===== config.mk =====
export PLATFORM = sky130hd
export DESIGN_NAME = tdc_multicell_combiner
export DESIGN_NICKNAME = d
export VERILOG_FILES = /design/src/rtl/tdc_pkg.sv /design/src/rtl/tdc_window_ctl.sv /design/src/rtl/tdc_phase_cell.sv /design/src/rtl/tdc_sum_tree.sv /design/src/rtl/tdc_multicell_combiner.sv
export SDC_FILE = /design/constraint.sdc
export NUM_CORES = 1
export LEC_CHECK = 0
export BUFFER_PORTS_ARGS = -buffer_cell sky130_fd_sc_hd__buf_2
export CORE_MARGIN = 3
export CORE_UTILIZATION = 40
export CTS_CLUSTER_SIZE = 20
export DETAILED_ROUTE_END_ITERATION = 7
export GPL_TIMING_DRIVEN = 0
export SLEW_MARGIN = 20
export SYNTH_ARGS = -nofsm -noshare
export SYNTH_HDL_FRONTEND = slang
export SYNTH_HIERARCHICAL = 1
export SYNTH_SLANG_ARGS = --single-unit

===== constraint.sdc =====
create_clock -name clk -period 6.6 [get_ports clk]
set_input_delay 1.32 -clock clk [delete_from_list [all_inputs] [get_ports clk]]
set_output_delay 1.32 -clock clk [all_outputs]
set_load 0.01 [all_outputs]

===== src/rtl/tdc_pkg.sv =====
package tdc_pkg;
  typedef enum logic [1:0] {
    WIN_IDLE   = 2'd0,
    WIN_OPEN   = 2'd1,
    WIN_SETTLE = 2'd2
  } win_state_e;
endpackage


===== src/rtl/tdc_window_ctl.sv =====
module tdc_window_ctl #(
  parameter int SETTLE_CYC = 2
) (
  input  logic clk,
  input  logic rst_n,
  input  logic start_i,
  input  logic stop_i,
  output logic gate_en_o,
  output logic strobe_o
);
  import tdc_pkg::*;

  localparam int CNT_W = $clog2(SETTLE_CYC + 1);

  win_state_e       state_q;
  logic [CNT_W-1:0] cnt_q;
  logic             gate_q;

  assign strobe_o  = (state_q == WIN_SETTLE) && (cnt_q == CNT_W'(SETTLE_CYC - 1));
  assign gate_en_o = gate_q;

  always_ff @(posedge clk or negedge rst_n) begin
    if (!rst_n) begin
      state_q <= WIN_IDLE;
      cnt_q   <= '0;
      gate_q  <= 1'b0;
    end else begin
      case (state_q)
        WIN_IDLE: begin
          if (start_i) begin
            state_q <= WIN_OPEN;
            gate_q  <= 1'b1;
          end
        end
        WIN_OPEN: begin
          if (stop_i) begin
            state_q <= WIN_SETTLE;
            gate_q  <= 1'b0;
            cnt_q   <= '0;
          end
        end
        WIN_SETTLE: begin
          if (strobe_o) begin
            state_q <= WIN_IDLE;
            cnt_q   <= '0;
          end else begin
            cnt_q <= cnt_q + 1'b1;
          end
        end
        default: begin
          state_q <= WIN_IDLE;
          gate_q  <= 1'b0;
        end
      endcase
    end
  end

  AST_GATE_OPENS: assert property (@(posedge clk) disable iff (!rst_n)
    (state_q == WIN_IDLE && start_i) |=> gate_en_o);
  AST_GATE_CLOSES: assert property (@(posedge clk) disable iff (!rst_n)
    (gate_en_o && stop_i) |=> !gate_en_o);
  AST_START_IGNORED: assert property (@(posedge clk) disable iff (!rst_n)
    (gate_en_o && start_i && !stop_i) |=> gate_en_o);
  AST_IDLE_STOP_NOP: assert property (@(posedge clk) disable iff (!rst_n)
    (!gate_en_o && state_q == WIN_IDLE && stop_i && !start_i) |=> !gate_en_o);
  AST_STROBE_GATED: assert property (@(posedge clk) disable iff (!rst_n)
    strobe_o |-> (!gate_en_o && !$past(gate_en_o)));
endmodule


===== src/rtl/tdc_phase_cell.sv =====
module tdc_phase_cell #(
  parameter int TAPS   = 7,
  parameter int FW     = 4,
  parameter int WRAP_W = 8,
  parameter int CD_W   = 13
) (
  input  logic            clk,
  input  logic            rst_n,
  input  logic [TAPS-1:0] taps_i,
  input  logic            strobe_i,
  output logic [CD_W-1:0] diff_o,
  output logic            vld_o
);
  localparam int PHASES = 2 * TAPS;

  function automatic logic [FW-1:0] fine_of(input logic [TAPS-1:0] t);
    int ones;
    ones = 0;
    for (int j = 0; j < TAPS; j++) ones += int'(t[j]);
    if (t[TAPS-1]) return FW'(PHASES - ones);
    return FW'(ones);
  endfunction

  logic [FW-1:0]     fine_now;
  logic [FW-1:0]     fine_q, fine_snap_q;
  logic [WRAP_W-1:0] wrap_q, wrap_snap_q;
  logic [WRAP_W-1:0] wrap_delta;
  logic [CD_W-1:0]   gained;

  assign fine_now   = fine_of(taps_i);
  assign wrap_delta = wrap_q - wrap_snap_q;
  assign gained     = CD_W'(wrap_delta) * CD_W'(PHASES) + CD_W'(fine_q) - CD_W'(fine_snap_q);

  always_ff @(posedge clk or negedge rst_n) begin
    if (!rst_n) begin
      fine_q      <= '0;
      wrap_q      <= '0;
      fine_snap_q <= '0;
      wrap_snap_q <= '0;
      diff_o      <= '0;
      vld_o       <= 1'b0;
    end else begin
      fine_q <= fine_now;
      if (fine_now < fine_q) wrap_q <= wrap_q + 1'b1;
      vld_o <= strobe_i;
      if (strobe_i) begin
        diff_o      <= gained;
        fine_snap_q <= fine_q;
        wrap_snap_q <= wrap_q;
      end
    end
  end

  AST_WRAP_SINGLE_STEP: assert property (@(posedge clk) disable iff (!rst_n)
    1'b1 |=> (wrap_q == $past(wrap_q) || wrap_q == WRAP_W'($past(wrap_q) + 1'b1)));
  AST_FINE_IN_RANGE: assert property (@(posedge clk) disable iff (!rst_n)
    fine_q < FW'(PHASES));
endmodule


===== src/rtl/tdc_sum_tree.sv =====
module tdc_sum_tree #(
  parameter int NIN   = 7,
  parameter int IN_W  = 13,
  parameter int OUT_W = 11
) (
  input  logic                clk,
  input  logic                rst_n,
  input  logic [NIN*IN_W-1:0] in_flat_i,
  input  logic                in_vld_i,
  output logic [OUT_W-1:0]    result_o,
  output logic                result_vld_o
);
  localparam int LVL   = ($clog2(NIN) < 1) ? 1 : $clog2(NIN);
  localparam int NPAD  = 1 << LVL;
  localparam int SUM_W = IN_W + LVL;
  localparam logic [SUM_W-1:0] OUT_MAX = SUM_W'((1 << OUT_W) - 1);

  logic [SUM_W-1:0] leaf  [NPAD];
  logic [SUM_W-1:0] inner [NPAD-1];
  logic [LVL-1:0]   vpipe_q;

  for (genvar i = 0; i < NPAD; i++) begin : g_leaf
    if (i < NIN) begin : g_real
      assign leaf[i] = SUM_W'(in_flat_i[i*IN_W +: IN_W]);
    end else begin : g_pad
      assign leaf[i] = '0;
    end
  end

  for (genvar i = 0; i < NPAD - 1; i++) begin : g_node
    logic [SUM_W-1:0] lhs, rhs;
    if (2*i + 1 >= NPAD - 1) begin : g_from_leaf
      assign lhs = leaf[2*i + 1 - (NPAD - 1)];
      assign rhs = leaf[2*i + 2 - (NPAD - 1)];
    end else begin : g_from_node
      assign lhs = inner[2*i + 1];
      assign rhs = inner[2*i + 2];
    end
    always_ff @(posedge clk or negedge rst_n) begin
      if (!rst_n) inner[i] <= '0;
      else        inner[i] <= lhs + rhs;
    end
  end

  always_ff @(posedge clk or negedge rst_n) begin
    if (!rst_n) begin
      vpipe_q      <= '0;
      result_o     <= '0;
      result_vld_o <= 1'b0;
    end else begin
      vpipe_q      <= LVL'({vpipe_q, in_vld_i});
      result_vld_o <= vpipe_q[LVL-1];
      if (vpipe_q[LVL-1])
        result_o <= (inner[0] > OUT_MAX) ? OUT_MAX[OUT_W-1:0] : inner[0][OUT_W-1:0];
    end
  end

  AST_SAT_CLAMP: assert property (@(posedge clk) disable iff (!rst_n)
    (result_vld_o && $past(inner[0] > OUT_MAX)) |-> (result_o == OUT_MAX[OUT_W-1:0]));
  AST_VALID_PULSE: assert property (@(posedge clk) disable iff (!rst_n)
    result_vld_o |=> !result_vld_o);
  AST_RESULT_HOLD: assert property (@(posedge clk) disable iff (!rst_n)
    1'b1 |=> (result_vld_o || $stable(result_o)));
endmodule


===== src/rtl/tdc_multicell_combiner.sv =====
module tdc_multicell_combiner #(
  parameter int NSTAGE     = 47,
  parameter int NCELL      = 7,
  parameter int WRAP_W     = 8,
  parameter int OUT_W      = 11,
  parameter int SETTLE_CYC = 2
) (
  input  logic              clk,
  input  logic              rst_n,
  input  logic              start_i,
  input  logic              stop_i,
  input  logic [NSTAGE-1:0] ring_taps_i,
  output logic              gate_en_o,
  output logic [OUT_W-1:0]  result_o,
  output logic              result_vld_o
);
  localparam int MAXM = (NSTAGE + NCELL - 1) / NCELL;
  localparam int FW   = $clog2(2 * MAXM);
  localparam int CD_W = WRAP_W + FW + 1;

  logic [NSTAGE-1:0]     taps_q;
  logic                  strobe;
  logic [NCELL-1:0]      cell_vld;
  logic [NCELL*CD_W-1:0] cell_flat;

  always_ff @(posedge clk or negedge rst_n) begin
    if (!rst_n) taps_q <= '0;
    else        taps_q <= ring_taps_i;
  end

  tdc_window_ctl #(
    .SETTLE_CYC (SETTLE_CYC)
  ) u_win (
    .clk       (clk),
    .rst_n     (rst_n),
    .start_i   (start_i),
    .stop_i    (stop_i),
    .gate_en_o (gate_en_o),
    .strobe_o  (strobe)
  );

  for (genvar k = 0; k < NCELL; k++) begin : g_cell
    localparam int M = (NSTAGE - k + NCELL - 1) / NCELL;
    logic [M-1:0] sub;
    for (genvar j = 0; j < M; j++) begin : g_tap
      assign sub[j] = taps_q[k + NCELL*j];
    end
    tdc_phase_cell #(
      .TAPS   (M),
      .FW     (FW),
      .WRAP_W (WRAP_W),
      .CD_W   (CD_W)
    ) u_cell (
      .clk      (clk),
      .rst_n    (rst_n),
      .taps_i   (sub),
      .strobe_i (strobe),
      .diff_o   (cell_flat[k*CD_W +: CD_W]),
      .vld_o    (cell_vld[k])
    );
  end

  tdc_sum_tree #(
    .NIN   (NCELL),
    .IN_W  (CD_W),
    .OUT_W (OUT_W)
  ) u_tree (
    .clk          (clk),
    .rst_n        (rst_n),
    .in_flat_i    (cell_flat),
    .in_vld_i     (&cell_vld),
    .result_o     (result_o),
    .result_vld_o (result_vld_o)
  );

  AST_CELLS_TOGETHER: assert property (@(posedge clk) disable iff (!rst_n)
    ((|cell_vld) |-> (&cell_vld)));
endmodule


# Word-level counts from Yosys, hierarchy flattened
# Index checks and enable logic that the tools add are counted.
word_totals:
  ff_bits: 436
  inputBits: 51
  elab_cells: 192
op_classes:
  n_addsub: 82
  mul: 7
  magnitude_cmp: 8
  n_eq_ne: 6
  mux: 32
  bitwise: 1
  reduce_logical: 6
op_table:
  columns: ["operator", "n"]
  rows:
  - ["$add 4x2->4", 33]
  - ["$add 12x4->13", 7]
  - ["$sub 13x4->13", 7]
  - ["$add 8x1->8 const B", 7]
  - ["$mux 4", 14]
  - ["$sub 8x8->8", 7]
  - ["$mul 8x3->11 const B", 5]
  - ["$add 13x13->14", 3]
  - ["$add 16x16->16", 2]
  - ["$lt 4x4->1", 7]
  - ["$mul 8x2->10 const B", 2]
  - ["$sub 2x4->4 const A", 5]
  - ["$add 16x13->16", 1]
  - ["$gt 16x11->1 const B", 1]
  - ["$add 1x1->2", 7]
  - ["$mux 11", 1]
  - ["$mux 2", 5]
  - ["$mux 1", 9]
  - ["$sub 3x4->4 const A", 2]
  - ["$pmux 2 s3", 1]
  - ["$reduce_and 3->1", 2]
  - ["$eq 2x1->1 const B", 2]
  - ["$ne 2x2->1 const B", 2]
  - ["$pmux 2 s2", 1]
  - ["other kinds (9)", 9]

# Depth between registers and ports, before layout
# Gate-level depths: netlist (run 1).
depth:
  ltp_word: 10
  mapped_depth: 24
  ltp_nobuf: 24

# Hierarchy
# Netlist (run 1), hierarchy kept.
by_module_without_submodules:
  columns: ["mod", "n_inst", "cells_per_inst", "area_each_um2"]
  rows:
  - ["tdc_phase_cell (g_cell[0].u_cell ...)", 4, 315, 3064.2]
  - ["tdc_sum_tree", 1, 593, 6528.8]
  - ["tdc_phase_cell (g_cell[5].u_cell ...)", 2, 307, 3055.4]
  - ["tdc_phase_cell (g_cell[2].u_cell)", 1, 320, 3098.0]
  - ["tdc_multicell_combiner", 1, 50, 1191.1]
  - ["tdc_window_ctl", 1, 21, 231.5]

# Worst setup path before layout (run 1)
# Ideal clock, no wire load.
synth_path:
  kind: "reg2reg"
  startpoint: "reg g_cell[0].u_cell.wrap_q[0]"
  endpoint: "reg g_cell[0].u_cell.diff_o[12]"
  setup_time_ps: 125
  arrival_time_ps: 4744
  t_required_ps: 6475
  path_slack_ps: 1731
  stages_incl_launch_ff: 22
  path_buffers: 0
  synth_period_minus_slack_ps: 4869
  path_cell_list: "dfrtp_1 -> inv_1 -> ha_1 -> inv_1 -> fa_1 -> a21oi_1 -> nor2_1 -> nor2_1 -> xnor2_1 -> inv_1 -> fa_1 -> inv_1 -> ha_1 -> and3_4 -> a2111oi_4 -> xor2_1 -> ha_1 -> o211ai_1 -> nand4b_1 -> a221oi_2 -> xnor2_1 -> mux2_4"
synth_between:
  elab_chain_cells: 4
synth_lines:
  columns: ["element", "line_no", "rtl"]
  rows:
  - ["start, declared", "tdc_phase_cell.sv:26", "logic [WRAP_W-1:0] wrap_q, wrap_snap_q;"]
  - ["start signal, assigned", "tdc_phase_cell.sv:44", "if (fine_now < fine_q) wrap_q <= wrap_q + 1'b1;"]
  - ["$sub 8x8->8", "tdc_phase_cell.sv:31", "assign wrap_delta = wrap_q - wrap_snap_q;"]
  - ["$mul 8x3->11", "tdc_phase_cell.sv:32", "assign gained = CD_W'(wrap_delta) * CD_W'(PHASES) + CD_W'(fine_q) - CD_W'(fine_snap_q);"]
  - ["$add 12x4->13", "tdc_phase_cell.sv:32", null]
  - ["$sub 13x4->13", "tdc_phase_cell.sv:32", null]
  - ["end signal, assigned", "tdc_phase_cell.sv:47", "diff_o <= gained;"]
  - ["end, declared", "tdc_phase_cell.sv:11", "output logic [CD_W-1:0] diff_o,"]
# Every way passes these cells.
# A chain may end at the register's enable or synchronous reset.

# Worst setup path after layout (run 1)
layout_path:
  startpoint: "reg g_cell[4].u_cell.wrap_q[0]"
  endpoint: "reg g_cell[4].u_cell.diff_o[12]"
layout_between:
  elab_chain_cells: 4
layout_lines:
  columns: ["element", "line_no"]
  rows:
  - ["start, declared", "tdc_phase_cell.sv:26"]
  - ["start signal, assigned", "tdc_phase_cell.sv:44"]
  - ["$sub 8x8->8", "tdc_phase_cell.sv:31"]
  - ["$mul 8x3->11", "tdc_phase_cell.sv:32"]
  - ["$add 12x4->13", "tdc_phase_cell.sv:32"]
  - ["$sub 13x4->13", "tdc_phase_cell.sv:32"]
  - ["end signal, assigned", "tdc_phase_cell.sv:47"]
  - ["end, declared", "tdc_phase_cell.sv:11"]
# Every way passes these cells.

==> impl_metrics.env, run 1 <==
export IMPL_synth_ff_type="dfrtp_1"
export IMPL_overflow=0
export IMPL_vias_per_cell=5.12
export IMPL_arrival_ns=5.92
export IMPL_timing_critical_path_to_type="register"
export IMPL_area_sequential_um2=10900
export IMPL_final_max_slew_violation_count=0
export IMPL_ys_seq_elements=434
export IMPL_io_buffers=63
export IMPL_insertion_delay_ns=0.61
export IMPL_die_area_um2=76800
export IMPL_cts_sinks=434
export IMPL_final_common_cell="dfrtp_1"
export IMPL_rsz0062_at_grt="no"
export IMPL_post_cts_buffers=0
export IMPL_dpl_cell_area_um2=31100
export IMPL_track_usage_pct=15.3
export IMPL_root_buffer="clkbuf_16"
export IMPL_syn_inst=2858
export IMPL_synthArstFlopShare_pct=100
export IMPL_skew_ns=0.0270
export IMPL_die_y_um=277
export IMPL_final_cell_area_um2=32900
export IMPL_max_freq_ghz=0.184
export IMPL_synth_edff_count=0
export IMPL_worstPathRequired_ns=7.09
export IMPL_fin_setup_tns_ns=0
export IMPL_syn_cell_area_um2=29400
export IMPL_place_congestion=0.841
export IMPL_placed_cells=3877
export IMPL_holdWs_ns=0.351
export IMPL_cts_htree_levels=2
export IMPL_max_slew_margin_pct=42.7
export IMPL_initial_core_util_pct=40.7
export IMPL_finalWirelength_um=57900
export IMPL_period_needed_ns=5.44
export IMPL_syn_nets=3316
export IMPL_cts_resized_gates=0
export IMPL_instances_no_fill=3971
export IMPL_ant_nets=0
export IMPL_grt_max_degree=104
export IMPL_nets=3439
export IMPL_drt_initial_drc_count=794
export IMPL_antenna_found_initial=0
export IMPL_drtPass1Iterations=5
export IMPL_yosysUniqueCellTypes=95
export IMPL_numCtsBuffers=52
export IMPL_crit_type="reg -> reg"
export IMPL_cap_violations=0
export IMPL_clockBufferDepth=3
export IMPL_startpoint_type="register"
export IMPL_avgSynthCellArea_um2=10.3
export IMPL_cp_max_fo=6
export IMPL_layout_worst_path_cycle_share_pct=82.4
export IMPL_grt_pass1_wl_um=100000
export IMPL_vias=20300
export IMPL_clk_pin_slew_worst_paths_ns=0.05
export IMPL_cts_hold_buffers_added=0
export IMPL_layout_common_cells="dfrtp_1 (434), inv_1 (356), ha_1 (320), xnor2_1 (211), o21ai_0 (176)"
export IMPL_synth_warning_count=6
export IMPL_final_layout_size_suffix_gt1_share_pct=11.7
export IMPL_status="finished, final reports clean"
export IMPL_fillers=6679
export IMPL_finalHoldViolations=0
export IMPL_r2r_cells=21
export IMPL_cts_tree="done"
export IMPL_io_pins=64
export IMPL_multi_input_area_um2=17000
export IMPL_hp_class="reg -> reg"
export IMPL_die_x_um=277
export IMPL_rows=98
export IMPL_grt_pass1_vias=21500
export IMPL_core_area_um2=72200
export IMPL_ys_seq_area_share_pct=36.9
export IMPL_setup_viol_count_final=0
export IMPL_worstMarginPinSlew_ns=0.857
export IMPL_whs_path_depth=0
export IMPL_dp_final_hpwl_um=43700
export IMPL_wl_per_cell_um=14.6
export IMPL_areaGrowthSynthToFinish_pct=11.7
export IMPL_drc=0
registers in the layout, summed over array words and instances (netlist names), 3 cells and up:
signal and cells:
g_cell.u_cell/diff_o 91, g_cell.u_cell/wrap_q 56, g_cell.u_cell/wrap_snap_q 56, taps_q 47
u_tree/g_node.lhs 43, u_tree/g_node.rhs 42, g_cell.u_cell/fine_q 28, g_cell.u_cell/fine_snap_q 28
u_tree/inner 16, u_tree/result_o 11, g_cell.u_cell/vld_o 7, u_tree/vpipe_q 3
through the flow:
step	util [%]	worst slack (ns)
detailed placement	43.0	1.20
global route	45.5	0.693
CTS	45.5	1.17
global placement	42.8	-4.42
floorplan	-	1.73
finish	45.5	1.16
path summary, 6_finish.rpt:
check / startpoint / end / slack, ns
worst min register to register: u_tree/vpipe_q[0] / u_tree/vpipe_q[1] / 0.35
max in group asynchronous: rst_n / taps_q[6] / 4.55
worst max-delay path: g_cell[4].u_cell/wrap_q[0] / g_cell[4].u_cell/diff_o[12] / 1.16
worst max register to register: g_cell[4].u_cell/wrap_q[0] / g_cell[4].u_cell/diff_o[12] / 1.16
min in group asynchronous: rst_n / g_cell[0].u_cell/wrap_snap_q[2] / 0.71
worst min-delay path: u_tree/vpipe_q[0] / u_tree/vpipe_q[1] / 0.35
Yosys cell counts (7+ instances only):
cell type	number	share of area, %
a21oi_1	160	2.7
nor3_1	35	0.60
a31o_2	9	0.27
xor2_1	64	1.9
nand2_1	154	2.0
o21a_1	32	0.82
fa_1	87	5.9
nand4_1	28	0.60
buf_4	7	0.18
ha_1	320	14
o22a_1	13	0.39
a211o_1	8	0.24
mux2_2	87	3.3
o22ai_1	8	0.17
nand3b_1	7	0.18
and3_1	12	0.26
mux2i_1	25	0.85
nand2b_1	30	0.64
dfrtp_1	434	37
a21o_1	79	2.0
o21ai_1	10	0.17
nor2_1	136	1.7
o21ai_0	176	3.0
o21bai_1	27	0.69
xnor2_1	211	6.3
clkbuf_1	29	0.37
a211oi_1	23	0.59
and3_2	8	0.20
inv_1	356	4.5
o211ai_1	12	0.31
nand3_1	28	0.48
nor2b_1	39	0.83
or3_1	17	0.36
a21boi_0	16	0.41
kinds of logic after synthesis:
logic type,Yosys count,share of synthesized area [%]
AOI/OAI and AO/OA,667,15.5
DFF,434,36.9
and+or+nand+nor,552,9.70
muxes,118,4.49
buffers and inverters,400,5.41
adders and majority gates,407,19.5
xor gates and xnor gates,280,8.46
cell type report:
cell class / count / share of cell area [%]
clock buffer: 69 / 4.43
antenna: 1 / 0.00761
multi-input combinational: 2024 / 51.6
tap: 950 / 3.62
sequential: 434 / 33.0
timing repair buffer: 69 / 1.40
buffer: 44 / 0.777
clock inverter: 24 / 1.01
inverter: 356 / 4.07
routing by layer:
metal	share of wire (%)	global-route usage [%]	routed length [um]	vias up
met4	2.6	4.61	1480	0
met5	0	0	0	-
met1	45	18.9	26000	9870
met3	2.8	2.12	1630	104
li1	-	-	-	10100
met2	50	27.5	28800	236
critical path, cell delays in order (launching register included):
cell and delay [ns]:
dfrtp_1 0.41, inv_1 0.11, ha_1 0.18, inv_1 0.05, fa_1 0.40, a21oi_1 0.16, nor2_1 0.05, nor2_1 0.17
xnor2_1 0.24, inv_1 0.15, fa_1 0.52, inv_1 0.04, ha_1 0.36, and3_4 0.19, a2111oi_4 0.54, xor2_1 0.38
ha_1 0.34, o211ai_1 0.17, nand4b_1 0.20, a221oi_2 0.32, xnor2_1 0.10, mux2_4 0.26
Power of run 1 is left out: the tool's default activity adds up to more than one toggle a clock period on the data nets, which glitch-free logic cannot reach.
==> run 2, diff against run 1 <==
clock period = 4.95 ns   (was 6.6 ns; I/O delays follow)
==> run 2 against run 1 <==
Compared with the run above: worst setup slack got worse by 0.98 ns; first-iteration DRC count grew 5.9%; non-clock buffer count rose by 60; hold slack about the same; sequential cell count stayed put; critical endpoint is now g_cell[3].u_cell/diff_o[12]; fmax increased by 14%; register-to-register slack worse by 0.98 ns.
==> impl_metrics.env, run 2 (same netlist as run 1, synthesis figures left out) <==
export IMPL_status="finished, final reports clean"
export IMPL_overflow=0
export IMPL_track_usage_pct=15.4
export IMPL_worstReg2RegStart="g_cell[3].u_cell/wrap_q[0]"
export IMPL_worstMarginPinSlew_ns=0.702
export IMPL_setup_slack_ns=0.183
export IMPL_startpoint_type="register"
export IMPL_io_buffers=63
export IMPL_max_freq_ghz=0.210
export IMPL_die_y_um=277
export IMPL_final_cell_area_um2=34400
export IMPL_skew_ns=0.0270
export IMPL_crit_type="reg -> reg"
export IMPL_r2r_cells=21
export IMPL_timing_critical_path_to_type="register"
export IMPL_max_slew_margin_pct=53.2
export IMPL_pre_cts_ws_ns=-0.451
export IMPL_place_congestion=0.841
export IMPL_initial_core_util_pct=40.7
export IMPL_cp_max_fo=5
export IMPL_root_buffer="clkbuf_16"
export IMPL_rows=98
export IMPL_vias=20700
export IMPL_crit_path_top_delay_cell="a2111oi_4"
export IMPL_nets=3499
export IMPL_ff2ff_setup_slack_ns=0.18
export IMPL_finalHoldViolations=0
export IMPL_layout_common_cells="dfrtp_1 (430), inv_1 (343), ha_1 (287), xnor2_1 (186), o21ai_0 (159)"
export IMPL_grt_pass1_wl_um=101000
export IMPL_cts_tree="done"
export IMPL_drt_initial_drc_count=841
export IMPL_final_max_slew_violation_count=0
export IMPL_ant_nets=0
export IMPL_final_common_cell="dfrtp_1"
export IMPL_worst_path_largest_cell_delay_ns=0.41
export IMPL_largest_reg_flops=91
export IMPL_cp_cell_sequence="inv_2 > ha_2 > inv_1 > fa_2 > a21oi_2 > nor2_1 > nor2_2 > o21bai_1 > a21oi_2 > xnor2_2 > ha_1 > ha_4 > and3_4 > a2111oi_4 > xor2_2 > ha_4 > o211ai_1 > nand4b_1 > a221oi_2 > xnor2_1 > mux2_4"
export IMPL_drtPass1Iterations=5
export IMPL_period_needed_ns=4.77
export IMPL_cts_htree_levels=2
export IMPL_antenna_found_initial=0
export IMPL_cts_hold_buffers_added=0
export IMPL_crit_path_end="g_cell[3].u_cell/diff_o[12]"
export IMPL_dpl_cell_area_um2=31100
export IMPL_arrival_ns=5.25
export IMPL_reg2reg_to="g_cell[3].u_cell/diff_o[12]"
export IMPL_insertion_delay_ns=0.61
export IMPL_crit_start="g_cell[3].u_cell/wrap_q[0]"
export IMPL_clk_pin_slew_worst_paths_ns=0.06
export IMPL_die_x_um=277
export IMPL_grt_pass1_vias=21600
export IMPL_core_area_um2=72200
export IMPL_max_flop_register="g_cell.u_cell/diff_o"
export IMPL_clockBufferDepth=3
export IMPL_hp_class="reg -> reg"
export IMPL_grt_max_degree=104
export IMPL_finalWirelength_um=59800
export IMPL_setup_viol_count_final=0
export IMPL_drc=0
export IMPL_whs_path_depth=0
export IMPL_numCtsBuffers=52
export IMPL_reg_top3="g_cell.u_cell/diff_o (91), g_cell.u_cell/wrap_q (56), g_cell.u_cell/wrap_snap_q (56)"
export IMPL_utilization_pct=47.6
export IMPL_dp_final_hpwl_um=43700
export IMPL_cts_sinks=434
export IMPL_final_layout_size_suffix_gt1_share_pct=18.7
export IMPL_vias_per_cell=5.13
export IMPL_fin_setup_tns_ns=0
export IMPL_cap_violations=0
export IMPL_die_area_um2=76800
export IMPL_areaGrowthSynthToFinish_pct=16.9
export IMPL_layout_worst_path_cycle_share_pct=96.3
export IMPL_io_pins=64
export IMPL_worstPathRequired_ns=5.44
export IMPL_wl_per_cell_um=14.8
==> run 2: critical path, delay by kind of cell, from the launching register on <==
family | cells | cell delay [ns]
flip-flops | 1 | 0.39
adder cells (fa/ha/maj) | 5 | 1.41
multiplexers | 1 | 0.26
buffers and inverters | 2 | 0.13
XOR/XNOR | 3 | 0.53
AND/OR/NAND/NOR | 4 | 0.61
AO/OA/AOI/OAI | 6 | 1.31
==> run 2: worst min path at each step <==
stage,startpoint,end
6_report,u_tree/vpipe_q[0],u_tree/vpipe_q[1]
5_1_grt,u_tree/vpipe_q[0],u_tree/vpipe_q[1]
4_1_cts,u_tree/vpipe_q[0],u_tree/vpipe_q[1]
3_5_place_dp,u_tree/vpipe_q[0],u_tree/vpipe_q[1]
3_3_place_gp,u_tree/vpipe_q[0],u_tree/vpipe_q[1]
2_1_floorplan,u_tree/vpipe_q[0],u_tree/vpipe_q[1]
==> run 2: layer usage <==
layer / up-vias / share of wire (%) / track usage [%]
met4: 0 / 2.6 / 4.89
li1: 10200 / - / -
met1: 10100 / 44 / 19.1
met2: 254 / 51 / 27.8
met5: - / 0 / 0
met3: 111 / 2.8 / 2.08
==> run 2: cell type report <==
type	instances	area, um^2
inverter	356	1340
clock inverter	24	330
sequential	434	10900
tap	950	1190
buffer	44	255
multi-input combinational	2024	18000
antenna	1	2.50
fill	6542	37800
clock buffer	69	1460
timing repair buffer	129	912
==> run 2: through the flow <==
stage,cells,hold WS [ns]
floorplan,2858,0.331
global placement,3871,0.335
detailed placement,3877,0.343
CTS,3981,0.356
global route,4030,0.372
finish,4031,0.352
==> run 2: timing repair <==
item                       CTS  global route
resized for setup           52           150
setup endpoints to repair   18            28
buffers inserted            11            49
pin swaps                   16            86
Power of run 2 is left out for the same reason.
